File: src/rtl/sfc_pkg.sv
package sfc_pkg;
  localparam logic [7:0] ADDR_CTRL = 8'h18;
  localparam logic [7:0] ADDR_STAT = 8'h1C;
  localparam logic [7:0] ADDR_DATA = 8'h20;

  localparam int ST_RX_RDY = 0;
  localparam int ST_RX_EMP = 1;
  localparam int ST_RX_OVF = 2;
  localparam int ST_RX_UDF = 3;
  localparam int ST_TX_RDY = 4;
  localparam int ST_TX_EMP = 5;
  localparam int ST_TX_OVF = 6;
  localparam int ST_TX_UDF = 7;

  typedef struct packed {
    logic       tx_test;
    logic       tx_dma;
    logic [7:0] tx_trig;
    logic       rx_test;
    logic       rx_dma;
    logic [7:0] rx_trig;
  } ctrl_t;

  function automatic logic tx_low(input logic [7:0] lvl, input logic [7:0] trig);
    return lvl <= trig;
  endfunction

  function automatic logic rx_high(input logic [7:0] lvl, input logic [7:0] trig);
    return lvl >= trig;
  endfunction

  function automatic logic [31:0] pack_ctrl(input ctrl_t c, input logic txr, input logic rxr);
    return {txr, c.tx_test, 5'b0, c.tx_dma, c.tx_trig,
            rxr, c.rx_test, 5'b0, c.rx_dma, c.rx_trig};
  endfunction
endpackage

File: src/rtl/sfc_fifo.sv
module sfc_fifo #(
  parameter int DEPTH = 64,
  parameter int DW    = 8,
  localparam int AW   = $clog2(DEPTH),
  localparam int LW   = AW + 1
) (
  input  logic          clk,
  input  logic          rst_n,
  input  logic          clr,
  input  logic          push,
  input  logic          pop,
  input  logic [DW-1:0] din,
  output logic [DW-1:0] head,
  output logic [LW-1:0] level,
  output logic          full,
  output logic          empty,
  output logic          push_rej,
  output logic          pop_rej
);
  logic [DW-1:0] mem [DEPTH];
  logic [AW-1:0] wr_ptr, rd_ptr;
  logic          push_ok, pop_ok;

  assign full     = (level == LW'(DEPTH));
  assign empty    = (level == '0);
  assign push_ok  = push && !full && !clr;
  assign pop_ok   = pop && !empty && !clr;
  assign push_rej = push && full && !clr;
  assign pop_rej  = pop && empty && !clr;
  assign head     = empty ? '0 : mem[rd_ptr];

  always_ff @(posedge clk) begin
    if (push_ok) mem[wr_ptr] <= din;
  end

  always_ff @(posedge clk or negedge rst_n) begin
    if (!rst_n) begin
      wr_ptr <= '0;
      rd_ptr <= '0;
      level  <= '0;
    end else if (clr) begin
      wr_ptr <= '0;
      rd_ptr <= '0;
      level  <= '0;
    end else begin
      if (push_ok) wr_ptr <= wr_ptr + 1'b1;
      if (pop_ok)  rd_ptr <= rd_ptr + 1'b1;
      case ({push_ok, pop_ok})
        2'b10:   level <= level + 1'b1;
        2'b01:   level <= level - 1'b1;
        default: level <= level;
      endcase
    end
  end

  AST_NO_OVERFLOW: assert property (@(posedge clk) disable iff (!rst_n)
    full && push && !pop && !clr |=> full && $stable(wr_ptr)) else $error("overflow");
  AST_NO_UNDERFLOW: assert property (@(posedge clk) disable iff (!rst_n)
    empty && pop && !push && !clr |=> empty && $stable(rd_ptr)) else $error("underflow");
  AST_CLR_EMPTIES: assert property (@(posedge clk) disable iff (!rst_n)
    clr |=> empty) else $error("clear");
  AST_FIFO_STEP: assert property (@(posedge clk) disable iff (!rst_n)
    push_ok && !pop_ok |=> level == $past(level) + 1'b1) else $error("step");
endmodule

File: src/rtl/sfc_w1c.sv
module sfc_w1c #(
  parameter int N = 8
) (
  input  logic         clk,
  input  logic         rst_n,
  input  logic [N-1:0] set,
  input  logic [N-1:0] clr,
  output logic [N-1:0] q
);
  for (genvar i = 0; i < N; i++) begin : g_bit
    always_ff @(posedge clk or negedge rst_n) begin
      if (!rst_n)      q[i] <= 1'b0;
      else if (set[i]) q[i] <= 1'b1;
      else if (clr[i]) q[i] <= 1'b0;
    end

    AST_SET_WINS: assert property (@(posedge clk) disable iff (!rst_n)
      set[i] |=> q[i]) else $error("set lost");
    AST_CLR_TAKES: assert property (@(posedge clk) disable iff (!rst_n)
      clr[i] && !set[i] |=> !q[i]) else $error("clear lost");
  end
endmodule

File: src/rtl/spi_fifo_ctl.sv
module spi_fifo_ctl
  import sfc_pkg::*;
#(
  parameter int DEPTH = 64,
  parameter int DW    = 8,
  localparam int LW   = $clog2(DEPTH) + 1
) (
  input  logic          clk,
  input  logic          rst_n,
  input  logic          bus_sel,
  input  logic          bus_wr,
  input  logic [7:0]    bus_addr,
  input  logic [31:0]   bus_wdata,
  output logic [31:0]   bus_rdata,
  input  logic          eng_tx_pop,
  output logic [DW-1:0] eng_tx_data,
  output logic          eng_tx_empty,
  input  logic          eng_rx_push,
  input  logic [DW-1:0] eng_rx_data,
  output logic          eng_rx_full,
  output logic          tx_dreq,
  output logic          rx_dreq
);
  ctrl_t ctrl_q;
  logic  tx_rst_q, rx_rst_q;

  // named bus events
  logic ctrl_wr, stat_wr, data_wr, data_rd, rx_test_eff;
  assign ctrl_wr = bus_sel && bus_wr && (bus_addr == ADDR_CTRL);
  assign stat_wr = bus_sel && bus_wr && (bus_addr == ADDR_STAT);
  assign data_wr = bus_sel && bus_wr && (bus_addr == ADDR_DATA);
  assign data_rd = bus_sel && !bus_wr && (bus_addr == ADDR_DATA);
  assign rx_test_eff = ctrl_q.rx_test && !ctrl_q.tx_test;

  // queue port steering
  logic          tx_push, tx_pop, rx_push, rx_pop;
  logic [DW-1:0] rx_din, tx_head, rx_head;
  logic [LW-1:0] tx_lvl, rx_lvl;
  logic          tx_full, tx_empty, rx_full, rx_empty;
  logic          tx_ovf_ev, tx_udf_ev, rx_ovf_ev, rx_udf_ev;

  assign tx_push = data_wr && !rx_test_eff;
  assign tx_pop  = ctrl_q.tx_test ? data_rd : eng_tx_pop;
  assign rx_push = rx_test_eff ? data_wr : eng_rx_push;
  assign rx_pop  = data_rd && !ctrl_q.tx_test;
  assign rx_din  = rx_test_eff ? bus_wdata[DW-1:0] : eng_rx_data;

  sfc_fifo #(.DEPTH(DEPTH), .DW(DW)) u_tx (
    .clk(clk), .rst_n(rst_n), .clr(tx_rst_q), .push(tx_push), .pop(tx_pop),
    .din(bus_wdata[DW-1:0]), .head(tx_head), .level(tx_lvl), .full(tx_full),
    .empty(tx_empty), .push_rej(tx_ovf_ev), .pop_rej(tx_udf_ev));

  sfc_fifo #(.DEPTH(DEPTH), .DW(DW)) u_rx (
    .clk(clk), .rst_n(rst_n), .clr(rx_rst_q), .push(rx_push), .pop(rx_pop),
    .din(rx_din), .head(rx_head), .level(rx_lvl), .full(rx_full),
    .empty(rx_empty), .push_rej(rx_ovf_ev), .pop_rej(rx_udf_ev));

  // watermark compare
  logic [7:0] tx_lvl8, rx_lvl8;
  logic       tx_low_now, rx_high_now;
  assign tx_lvl8     = 8'(tx_lvl);
  assign rx_lvl8     = 8'(rx_lvl);
  assign tx_low_now  = tx_low(tx_lvl8, ctrl_q.tx_trig);
  assign rx_high_now = rx_high(rx_lvl8, ctrl_q.rx_trig);

  // sticky status
  logic [7:0] st_set, st_clr, st_q;
  always_comb begin
    st_set            = '0;
    st_set[ST_RX_RDY] = rx_high_now;
    st_set[ST_RX_EMP] = rx_empty;
    st_set[ST_RX_OVF] = rx_ovf_ev;
    st_set[ST_RX_UDF] = rx_udf_ev;
    st_set[ST_TX_RDY] = tx_low_now;
    st_set[ST_TX_EMP] = tx_empty;
    st_set[ST_TX_OVF] = tx_ovf_ev;
    st_set[ST_TX_UDF] = tx_udf_ev;
  end
  assign st_clr = stat_wr ? bus_wdata[7:0] : 8'h00;

  sfc_w1c #(.N(8)) u_stat (
    .clk(clk), .rst_n(rst_n), .set(st_set), .clr(st_clr), .q(st_q));

  // control register
  always_ff @(posedge clk or negedge rst_n) begin
    if (!rst_n) begin
      ctrl_q   <= '{tx_test: 1'b0, tx_dma: 1'b0, tx_trig: 8'h40,
                    rx_test: 1'b0, rx_dma: 1'b0, rx_trig: 8'h01};
      tx_rst_q <= 1'b0;
      rx_rst_q <= 1'b0;
    end else begin
      tx_rst_q <= ctrl_wr && bus_wdata[31];
      rx_rst_q <= ctrl_wr && bus_wdata[15];
      if (ctrl_wr) begin
        ctrl_q.tx_test <= bus_wdata[30];
        ctrl_q.tx_dma  <= bus_wdata[24];
        ctrl_q.tx_trig <= bus_wdata[23:16];
        ctrl_q.rx_test <= bus_wdata[14];
        ctrl_q.rx_dma  <= bus_wdata[8];
        ctrl_q.rx_trig <= bus_wdata[7:0];
      end
    end
  end

  // read mux
  always_comb begin
    bus_rdata = '0;
    if (bus_sel && !bus_wr) begin
      case (bus_addr)
        ADDR_CTRL: bus_rdata = pack_ctrl(ctrl_q, tx_rst_q, rx_rst_q);
        ADDR_STAT: bus_rdata = (32'(tx_lvl) << 16) | (32'(rx_lvl) << 8) | 32'(st_q);
        ADDR_DATA: bus_rdata = 32'(ctrl_q.tx_test ? tx_head : rx_head);
        default:   bus_rdata = '0;
      endcase
    end
  end

  assign eng_tx_data  = tx_head;
  assign eng_tx_empty = tx_empty;
  assign eng_rx_full  = rx_full;
  assign tx_dreq      = ctrl_q.tx_dma && tx_low_now;
  assign rx_dreq      = ctrl_q.rx_dma && rx_high_now;

  AST_TX_RST_SELFCLR: assert property (@(posedge clk) disable iff (!rst_n)
    tx_rst_q && !ctrl_wr |=> !tx_rst_q) else $error("tx rst");
  AST_RX_RST_SELFCLR: assert property (@(posedge clk) disable iff (!rst_n)
    rx_rst_q && !ctrl_wr |=> !rx_rst_q) else $error("rx rst");
  AST_TX_DREQ_GATED: assert property (@(posedge clk) disable iff (!rst_n)
    tx_dreq |-> ctrl_q.tx_dma && (tx_lvl8 <= ctrl_q.tx_trig)) else $error("tx dreq");
  AST_RX_RDY_SETS: assert property (@(posedge clk) disable iff (!rst_n)
    rx_lvl8 >= ctrl_q.rx_trig |=> st_q[ST_RX_RDY]) else $error("rx rdy");
  AST_TEST_ENGINE_BLOCK: assert property (@(posedge clk) disable iff (!rst_n)
    ctrl_q.tx_test && eng_tx_pop && !data_rd && !tx_rst_q && !tx_push |=> $stable(tx_lvl))
    else $error("engine pop in test");
endmodule

File: config.mk
export PLATFORM = sky130hd
export DESIGN_NAME = spi_fifo_ctl
export DESIGN_NICKNAME = d
export VERILOG_FILES = /design/src/rtl/sfc_pkg.sv /design/src/rtl/sfc_fifo.sv /design/src/rtl/sfc_w1c.sv /design/src/rtl/spi_fifo_ctl.sv
export SDC_FILE = /design/constraint.sdc
export NUM_CORES = 1
export LEC_CHECK = 0
export ABC_AREA = 1
export BUFFER_PORTS_ARGS = -buffer_cell sky130_fd_sc_hd__buf_2
export CORE_MARGIN = 4
export CORE_UTILIZATION = 40
export CTS_CLUSTER_SIZE = 12
export DETAILED_ROUTE_END_ITERATION = 10
export PLACE_DENSITY = 0.62
export SLEW_MARGIN = 20
export SYNTH_ARGS = -nofsm -noshare
export SYNTH_HDL_FRONTEND = slang
export SYNTH_HIERARCHICAL = 1
export SYNTH_SLANG_ARGS = --single-unit
File: constraint.sdc
create_clock -name clk -period 4.6 [get_ports clk]
set_input_delay 0.69 -clock clk [delete_from_list [all_inputs] [get_ports clk]]
set_output_delay 0.69 -clock clk [all_outputs]
set_load 0.05 [all_outputs]
# [Word level (Yosys, flattened, before mapping)]
# Memory sizes are Yosys's and may differ from the RTL's.
# Index checks and enable logic that the tools add are counted.
[classes] n_lt_le_gt_ge=2 n_mux=41 n_reduce_logical=54 eq_ne=9 n_bitwise=2 addsub=8
[ops] operator="one-hot mux 32 bit (3 select lines)" count=1
[ops] operator="2-to-1 mux 6 bit" count=8
[ops] operator="2-to-1 mux 8 bit" count=5
[ops] operator="2-to-1 mux 32 bit" count=1
[ops] operator="logical AND 1 bit" count=29
[ops] operator="one-hot mux 7 bit (2 select lines)" count=2
[ops] operator="adder 6 x 1 -> 6 bit (second input constant)" count=4
[ops] operator="nonzero test 2 bit" count=12
[ops] operator="bitwise OR 23 x 15 -> 23 bit" count=1
[ops] operator="bitwise OR 23 x 8 -> 23 bit" count=1
[ops] operator="2-to-1 mux 1 bit" count=22
[ops] operator="equality test 8 x 5 -> 1 bit (second input constant)" count=2
[ops] operator="adder 7 x 1 -> 7 bit (second input constant)" count=2
[ops] operator="equality test 7 bit (second input constant)" count=2
[ops] operator="zero test 7 bit" count=2
[ops] operator="2-to-1 mux 7 bit" count=2
[ops] operator="subtractor 7 x 1 -> 7 bit (second input constant)" count=2
[ops] operator="zero test 1 bit" count=9
[ops] operator="equality test 8 x 6 -> 1 bit (second input constant)" count=1
[ops] operator="greater-or-equal comparator 7 x 8 -> 1 bit" count=1
[ops] operator="<= comparator 7 x 8 -> 1 bit" count=1
[ops] operator="nonzero test 3 bit" count=2
[ops] operator="equality test 2 x 1 -> 1 bit (second input constant)" count=2
[ops] operator="equality test 2 bit (second input constant)" count=2
[totals] ram_bits=1024 memories=2 input_bits=54 wordCells=140 regBits=68
[memory_table] memory="u_rx.mem" depth=64 word_bits=8 rd=1 rd_ports_with_merged_regs=0 wr=1 line="sfc_fifo.sv:20" source="logic [DW-1:0] mem [DEPTH];"
[memory_table] memory="u_tx.mem" depth=64 word_bits=8 rd=1 rd_ports_with_merged_regs=0 wr=1 line="sfc_fifo.sv:20"

# [Logic depth before layout (Yosys ltp)]
[depth] word_depth=9 depth_mapped=22 ltp_nobuf=20

# [Hierarchy]
# The synthesis kept the hierarchy.
[by_module_without_submodules] module="sfc_fifo" area_per_inst_um2=21757.1 seq_area_each_um2=15850.2 cells_per_inst=1774 instances=2
[by_module_without_submodules] module="spi_fifo_ctl" area_per_inst_um2=2302.2 seq_area_each_um2=553.0 cells_per_inst=367 instances=1
[by_module_without_submodules] module="sfc_w1c" area_per_inst_um2=320.3 seq_area_each_um2=200.2 cells_per_inst=40 instances=1

# [Worst setup path after synthesis]
# OpenSTA, ideal clock, no wires.
[synth_timing] path_kind="flip-flop to flip-flop" startpoint="reg ctrl_q[19] (netlist name)" endpoint="mem u_rx.mem[0][0], data pin" stages_incl_launch_ff=5 slack_ns=0.583 t_required_ns=3.898 period_less_slack_ns=4.017 t_arrival_ns=3.316 setup_ns=0.702 path_buffers=1 path_cell_list="dfrtp_1 -> inv_1 -> nand2_1 -> clkbuf_1 -> o21ai_0"
[synth_via] elab_chain_cells=3
[synth_lines] item="from (decl)" line="spi_fifo_ctl.sv:24" source="ctrl_t ctrl_q;"
[synth_lines] item="from (signal assigned)" line="spi_fifo_ctl.sv:87" source="ctrl_q <= '{tx_test: 1'b0, tx_dma: 1'b0, tx_trig: 8'h40,"
[synth_lines] item="zero test 1 bit" line="spi_fifo_ctl.sv:33" source="assign rx_test_eff = ctrl_q.rx_test && !ctrl_q.tx_test;"
[synth_lines] item="logical AND 1 bit" line="spi_fifo_ctl.sv:33"
[synth_lines] item="2-to-1 mux 8 bit" line="spi_fifo_ctl.sv:46" source="assign rx_din = rx_test_eff ? bus_wdata[DW-1:0] : eng_rx_data;"
[synth_lines] item="named net rx_din[0]" line="spi_fifo_ctl.sv:37" source="logic [DW-1:0] rx_din, tx_head, rx_head;"
[synth_lines] item="to (decl)" line="sfc_fifo.sv:20"
# The timed path passes the listed nets, and every way through them passes these cells.

# [Worst setup path in the final report]
[layout_timing] startpoint="reg u_tx.rd_ptr[0]" endpoint="out bus_rdata[6]"
[layout_via] elab_chain_cells=5
[layout_lines] item="from (decl)" line="sfc_fifo.sv:21" source="logic [AW-1:0] wr_ptr, rd_ptr;"
[layout_lines] item="from (signal assigned)" line="sfc_fifo.sv:47" source="if (pop_ok) rd_ptr <= rd_ptr + 1'b1;"
[layout_lines] item="memory read (64 x 8 bit)"
[layout_lines] item="2-to-1 mux 8 bit" line="sfc_fifo.sv:30" source="assign head = empty ? '0 : mem[rd_ptr];"
[layout_lines] item="2-to-1 mux 8 bit" line="spi_fifo_ctl.sv:112" source="ADDR_DATA: bus_rdata = 32'(ctrl_q.tx_test ? tx_head : rx_head);"
[layout_lines] item="one-hot mux 32 bit (3 select lines)" line="spi_fifo_ctl.sv:109" source="case (bus_addr)"
[layout_lines] item="2-to-1 mux 32 bit" line="spi_fifo_ctl.sv:108" source="if (bus_sel && !bus_wr) begin"
[layout_lines] item="to (decl)" line="spi_fifo_ctl.sv:14" source="output logic [31:0] bus_rdata,"
# No other way between the ends.

==> run summary <==
The number of endpoints with negative hold slack in the final report came out at 0. For this run, the number of Yosys warnings is 6. The average size of a mapped cell came out at 11.7 um2. The setup slack of the most critical reg-to-reg path is 1.10 ns.

Along the worst hold path, the cell count comes to 3. The largest total area in the synthesized netlist belongs to sky130_fd_sc_hd__edfxtp_1. The number of storage elements in the synthesis netlist came out at 1092.

Relative to the synthesized area, the layout overhead comes to 14.0%. The total power per unit cell area came out at 491 nW/um2. The leading register cell type out of synthesis is sky130_fd_sc_hd__edfxtp_1.

The multiplexer share of the synthesized area came out at 1.39%. The endpoint type of the worst setup path is an output port. The max-slew violation count came out at 0. The share of the synthesized area in the top cell type came out at 66.6%. The count of buffers from port buffering came out at 82. The arrival time at the worst endpoint came out at 3.78 ns. The height of the chip is 348 um. By area the synthesized netlist is led by sky130_fd_sc_hd__edfxtp_1 67%, sky130_fd_sc_hd__nand2_1 7.2%, sky130_fd_sc_hd__nor2_1 3.8%. The number of filler instances in the final layout is 10300. The region available for standard cell placement spans 115000 um2.

The final instance count without filler cells is 5680. The core utilization of the finished layout is 45.9%. The detailed-route DRC error count is 0.

The overall power after layout is 25.8 mW. The TritonCTS buffer count came out at 111. For this block, the initial DRC count from the detailed router was 3303. The maximum fanout along the worst path came out at 63. The cell count after synthesis is 3955. The later pin in the worst-skew pair is clocked with a latency of 0.72 ns. Global routing used 19.9% of the available tracks. The area of the die came out at 121000 um2. The post-layout minimum cycle time came out at 4.47 ns. Of the synthesized area, sequential elements account for 70.3%. The synthesized netlist devotes 8.99% of its cell area to compound gates. The startpoint of the worst hold path is bus_wdata[31].

The number of levels the H-tree was split into is 3. At the worst endpoint, the required time is 3.91 ns. Row generation in the floorplan step produced 124 rows. Final hold analysis gives a worst-case slack of 0.211 ns. The total of max-cap violations is 0.

The first global-routing pass estimated 183 mm of wire. The worst-margin pin slew came out at 1.04 ns. The leakage power summed over all cells is 18.9 nW. The clock passes through at most 3 buffers. The count of placed standard cells including taps is 5466. The count of nets left with antenna violations once routing finished came out at 0. The area of all sequential standard cells is 32500 um2.

The net count of the finished layout is 4167. The number of antenna violations at the first check in global routing came out at 2. The fraction of the cycle the final worst path needs came out at 97.1%. The number of endpoints failing setup at the final stage came out at 0.

The number of flops mapped to enable cells by yosys is 1024. The number of distinct library cells after synthesis is 42. The relative max-transition margin came out at 30.3%. The routability congestion estimate is 0.892. The worst clock skew on the final layout came out at 0.0649 ns. The effective utilization at floorplan came out at 40.3%. CTS saw 1092 sinks. The worst reg2reg path endpoint is u_rx/mem[63][1]. The number of top-level design ports is 98.

The worst vdd rail ir drop came out at 1.00 mV. The tree is rooted in a sky130_fd_sc_hd__clkbuf_16. The xor/xnor cell area share of the yosys netlist is 0.152%.

The tightest min-delay check is of the input port to register type. The via count of the first global-routing pass is 29000. Entering global routing, the biggest net connects 89 pins.

The detailed-placement wirelength estimate is 75.3 mm. The maximum frequency from static timing analysis is 0.224 GHz. The proportion of synthesized flip-flops having asynchronous set or reset is 6.23%. The endpoint of the worst hold path is tx_rst_q. The run finished with clean final reports. The worst setup path is launched from a register. The critical path class is register to output port. The detailed-route wire length is 125 mm. The register clock-pin slew on the reported worst setup and hold paths came out at 0.06 ns. The footprint of the multi-input gates is 12200 um2. The cell depth of the worst flop-to-flop path came out at 7. The worst register-to-register path begins at ctrl_q[19]. In the final layout, the share of cells above drive strength 1 is 11.6%.

The dominant combinational cell family by area after synthesis is simple AND/OR/NAND/NOR gates. The number of detailed-route iterations in the first pass came out at 5. The final route contains 31000 vias. The synthesized-area fraction occupied by adder cells came out at 0.597%. The mean number of vias per cell is 5.46.

The total congestion overflow is 0. The per-cell routed wire length came out at 22.0 um. The simple logic cell fraction of the synthesized area is 14.8%. In this run the horizontal extent of the chip is 348 um. The TritonCTS clock tree is built. After synthesis the cells add up to 46100 um2. Setup repair after global routing could not meet its margin everywhere.
## cell type report
| cell class | count | area share [%] |
|---|---|---|
| diodes | 1 | 0.00476 |
| clock buffers | 153 | 5.64 |
| clock inverters | 36 | 0.742 |
| inverters | 147 | 1.12 |
| multi-input cells | 2501 | 23.1 |
| flip-flops and latches | 1092 | 61.7 |
| well taps | 1512 | 3.60 |
| repair buffers | 237 | 4.02 |
| repair inverters | 1 | 0.0167 |
## synthesized netlist by cell type, drive strengths merged, types with 4 or more instances
| cell type | count |
|---|---|
| a21oi | 260 |
| a221oi | 16 |
| buf | 139 |
| clkbuf | 80 |
| clkinv | 4 |
| dfrtp | 66 |
| edfxtp | 1024 |
| ha | 22 |
| inv | 143 |
| mux2i | 64 |
| nand2 | 919 |
| nand3 | 142 |
| nand4 | 19 |
| nor2 | 490 |
| nor3 | 88 |
| o211ai | 18 |
| o21ai | 310 |
| o21bai | 4 |
| o221ai | 18 |
| o22ai | 116 |
| xnor2 | 6 |
## logic make-up after synthesis
group           Yosys count
compound gates          743
xor+xnor                  8
fa+ha+maj                22
buf+inv                 366
flops                  1092
mux                      64
other cells               1
simple gates           1659
## how the worst max path moves through the flow
stage / start / endpoint / slack, ns / cells past startpoint
5_1_grt: u_rx/rd_ptr[0] / bus_rdata[6] / -0.03 / 18
2_1_floorplan: ctrl_q[19] / u_rx/mem[0][0] / 0.58 / 4
3_3_place_gp: u_rx/rd_ptr[0] / bus_rdata[6] / 0.57 / 16
4_1_cts: u_tx/rd_ptr[0] / bus_rdata[5] / 0.002 / 16
3_5_place_dp: u_rx/rd_ptr[0] / bus_rdata[3] / 0.57 / 17
6_report: u_tx/rd_ptr[0] / bus_rdata[6] / 0.13 / 16
## critical path: stages, from the launching register on
cell and delay, ns:
sky130_fd_sc_hd__dfrtp_4 0.60, sky130_fd_sc_hd__buf_4 0.19, sky130_fd_sc_hd__buf_12 0.29, sky130_fd_sc_hd__a21oi_1 0.12, sky130_fd_sc_hd__a221oi_1 0.49, sky130_fd_sc_hd__nor2_1 0.10, sky130_fd_sc_hd__nor2_1 0.12, sky130_fd_sc_hd__nor2_1 0.06
sky130_fd_sc_hd__nor2_1 0.11, sky130_fd_sc_hd__buf_4 0.17, sky130_fd_sc_hd__nand2_1 0.06, sky130_fd_sc_hd__nand2_1 0.08, sky130_fd_sc_hd__nand3_1 0.07, sky130_fd_sc_hd__nand3_1 0.13, sky130_fd_sc_hd__nand2_1 0.07, sky130_fd_sc_hd__inv_1 0.12
sky130_fd_sc_hd__buf_4 0.22
## sequential cells by signal, indices dropped and copies added, names as in the netlist, 7 cells and up
name        flops
u_rx/mem      512
u_tx/mem      512
ctrl_q         20
u_stat/q        8
u_rx/level      7
u_tx/level      7
## per-layer routing
layer	wire length (um)	part of all wire (%)	global-route usage (%)
met5	0	0	0
met4	3800	3.0	6.31
met3	8930	7.1	2.96
met2	57500	46	31.5
met1	54800	44	28.7
## through the flow
stage	TNS, ns	setup slack (ns)	instance area [um2]
floorplan	0	0.583	46200
global placement	0	0.570	48600
detailed placement	0	0.569	48600
CTS	0	0.00213	52200
global route	-0.0544	-0.0329	52600
finish	0	0.133	52600
## report_power, final
part	switching, mW	internal [mW]	leakage (nW)
clock	3.68	4.76	1.62
sequential	0.252	11.1	10.1
combinational	4.21	1.80	7.16
total	8.14	17.7	18.9
## layout by cell type (no fill, tap or decap), drive strengths merged, types with 4 or more instances in the layout
cell	instances
dfrtp	66
buf	228
a21oi	260
nor3	88
o21bai	4
clkbuf	158
ha	22
mux2i	64
o22ai	116
bufinv	5
nand3	142
conb	5
edfxtp	1024
a221oi	16
xnor2	6
nand4	19
inv	141
nor2	490
clkinv	36
nand2	919
o211ai	18
o221ai	18
o21ai	310
## repair_timing
item | CTS | global route
setup buffers | 4 | 10
hold endpoints to repair | 24 | 0
setup endpoints to repair | 8 | 8
cloned | 3 | 4
hold buffers | 1 | 0
resized for setup | 22 | 28
(Power assumes the default switching activity.)
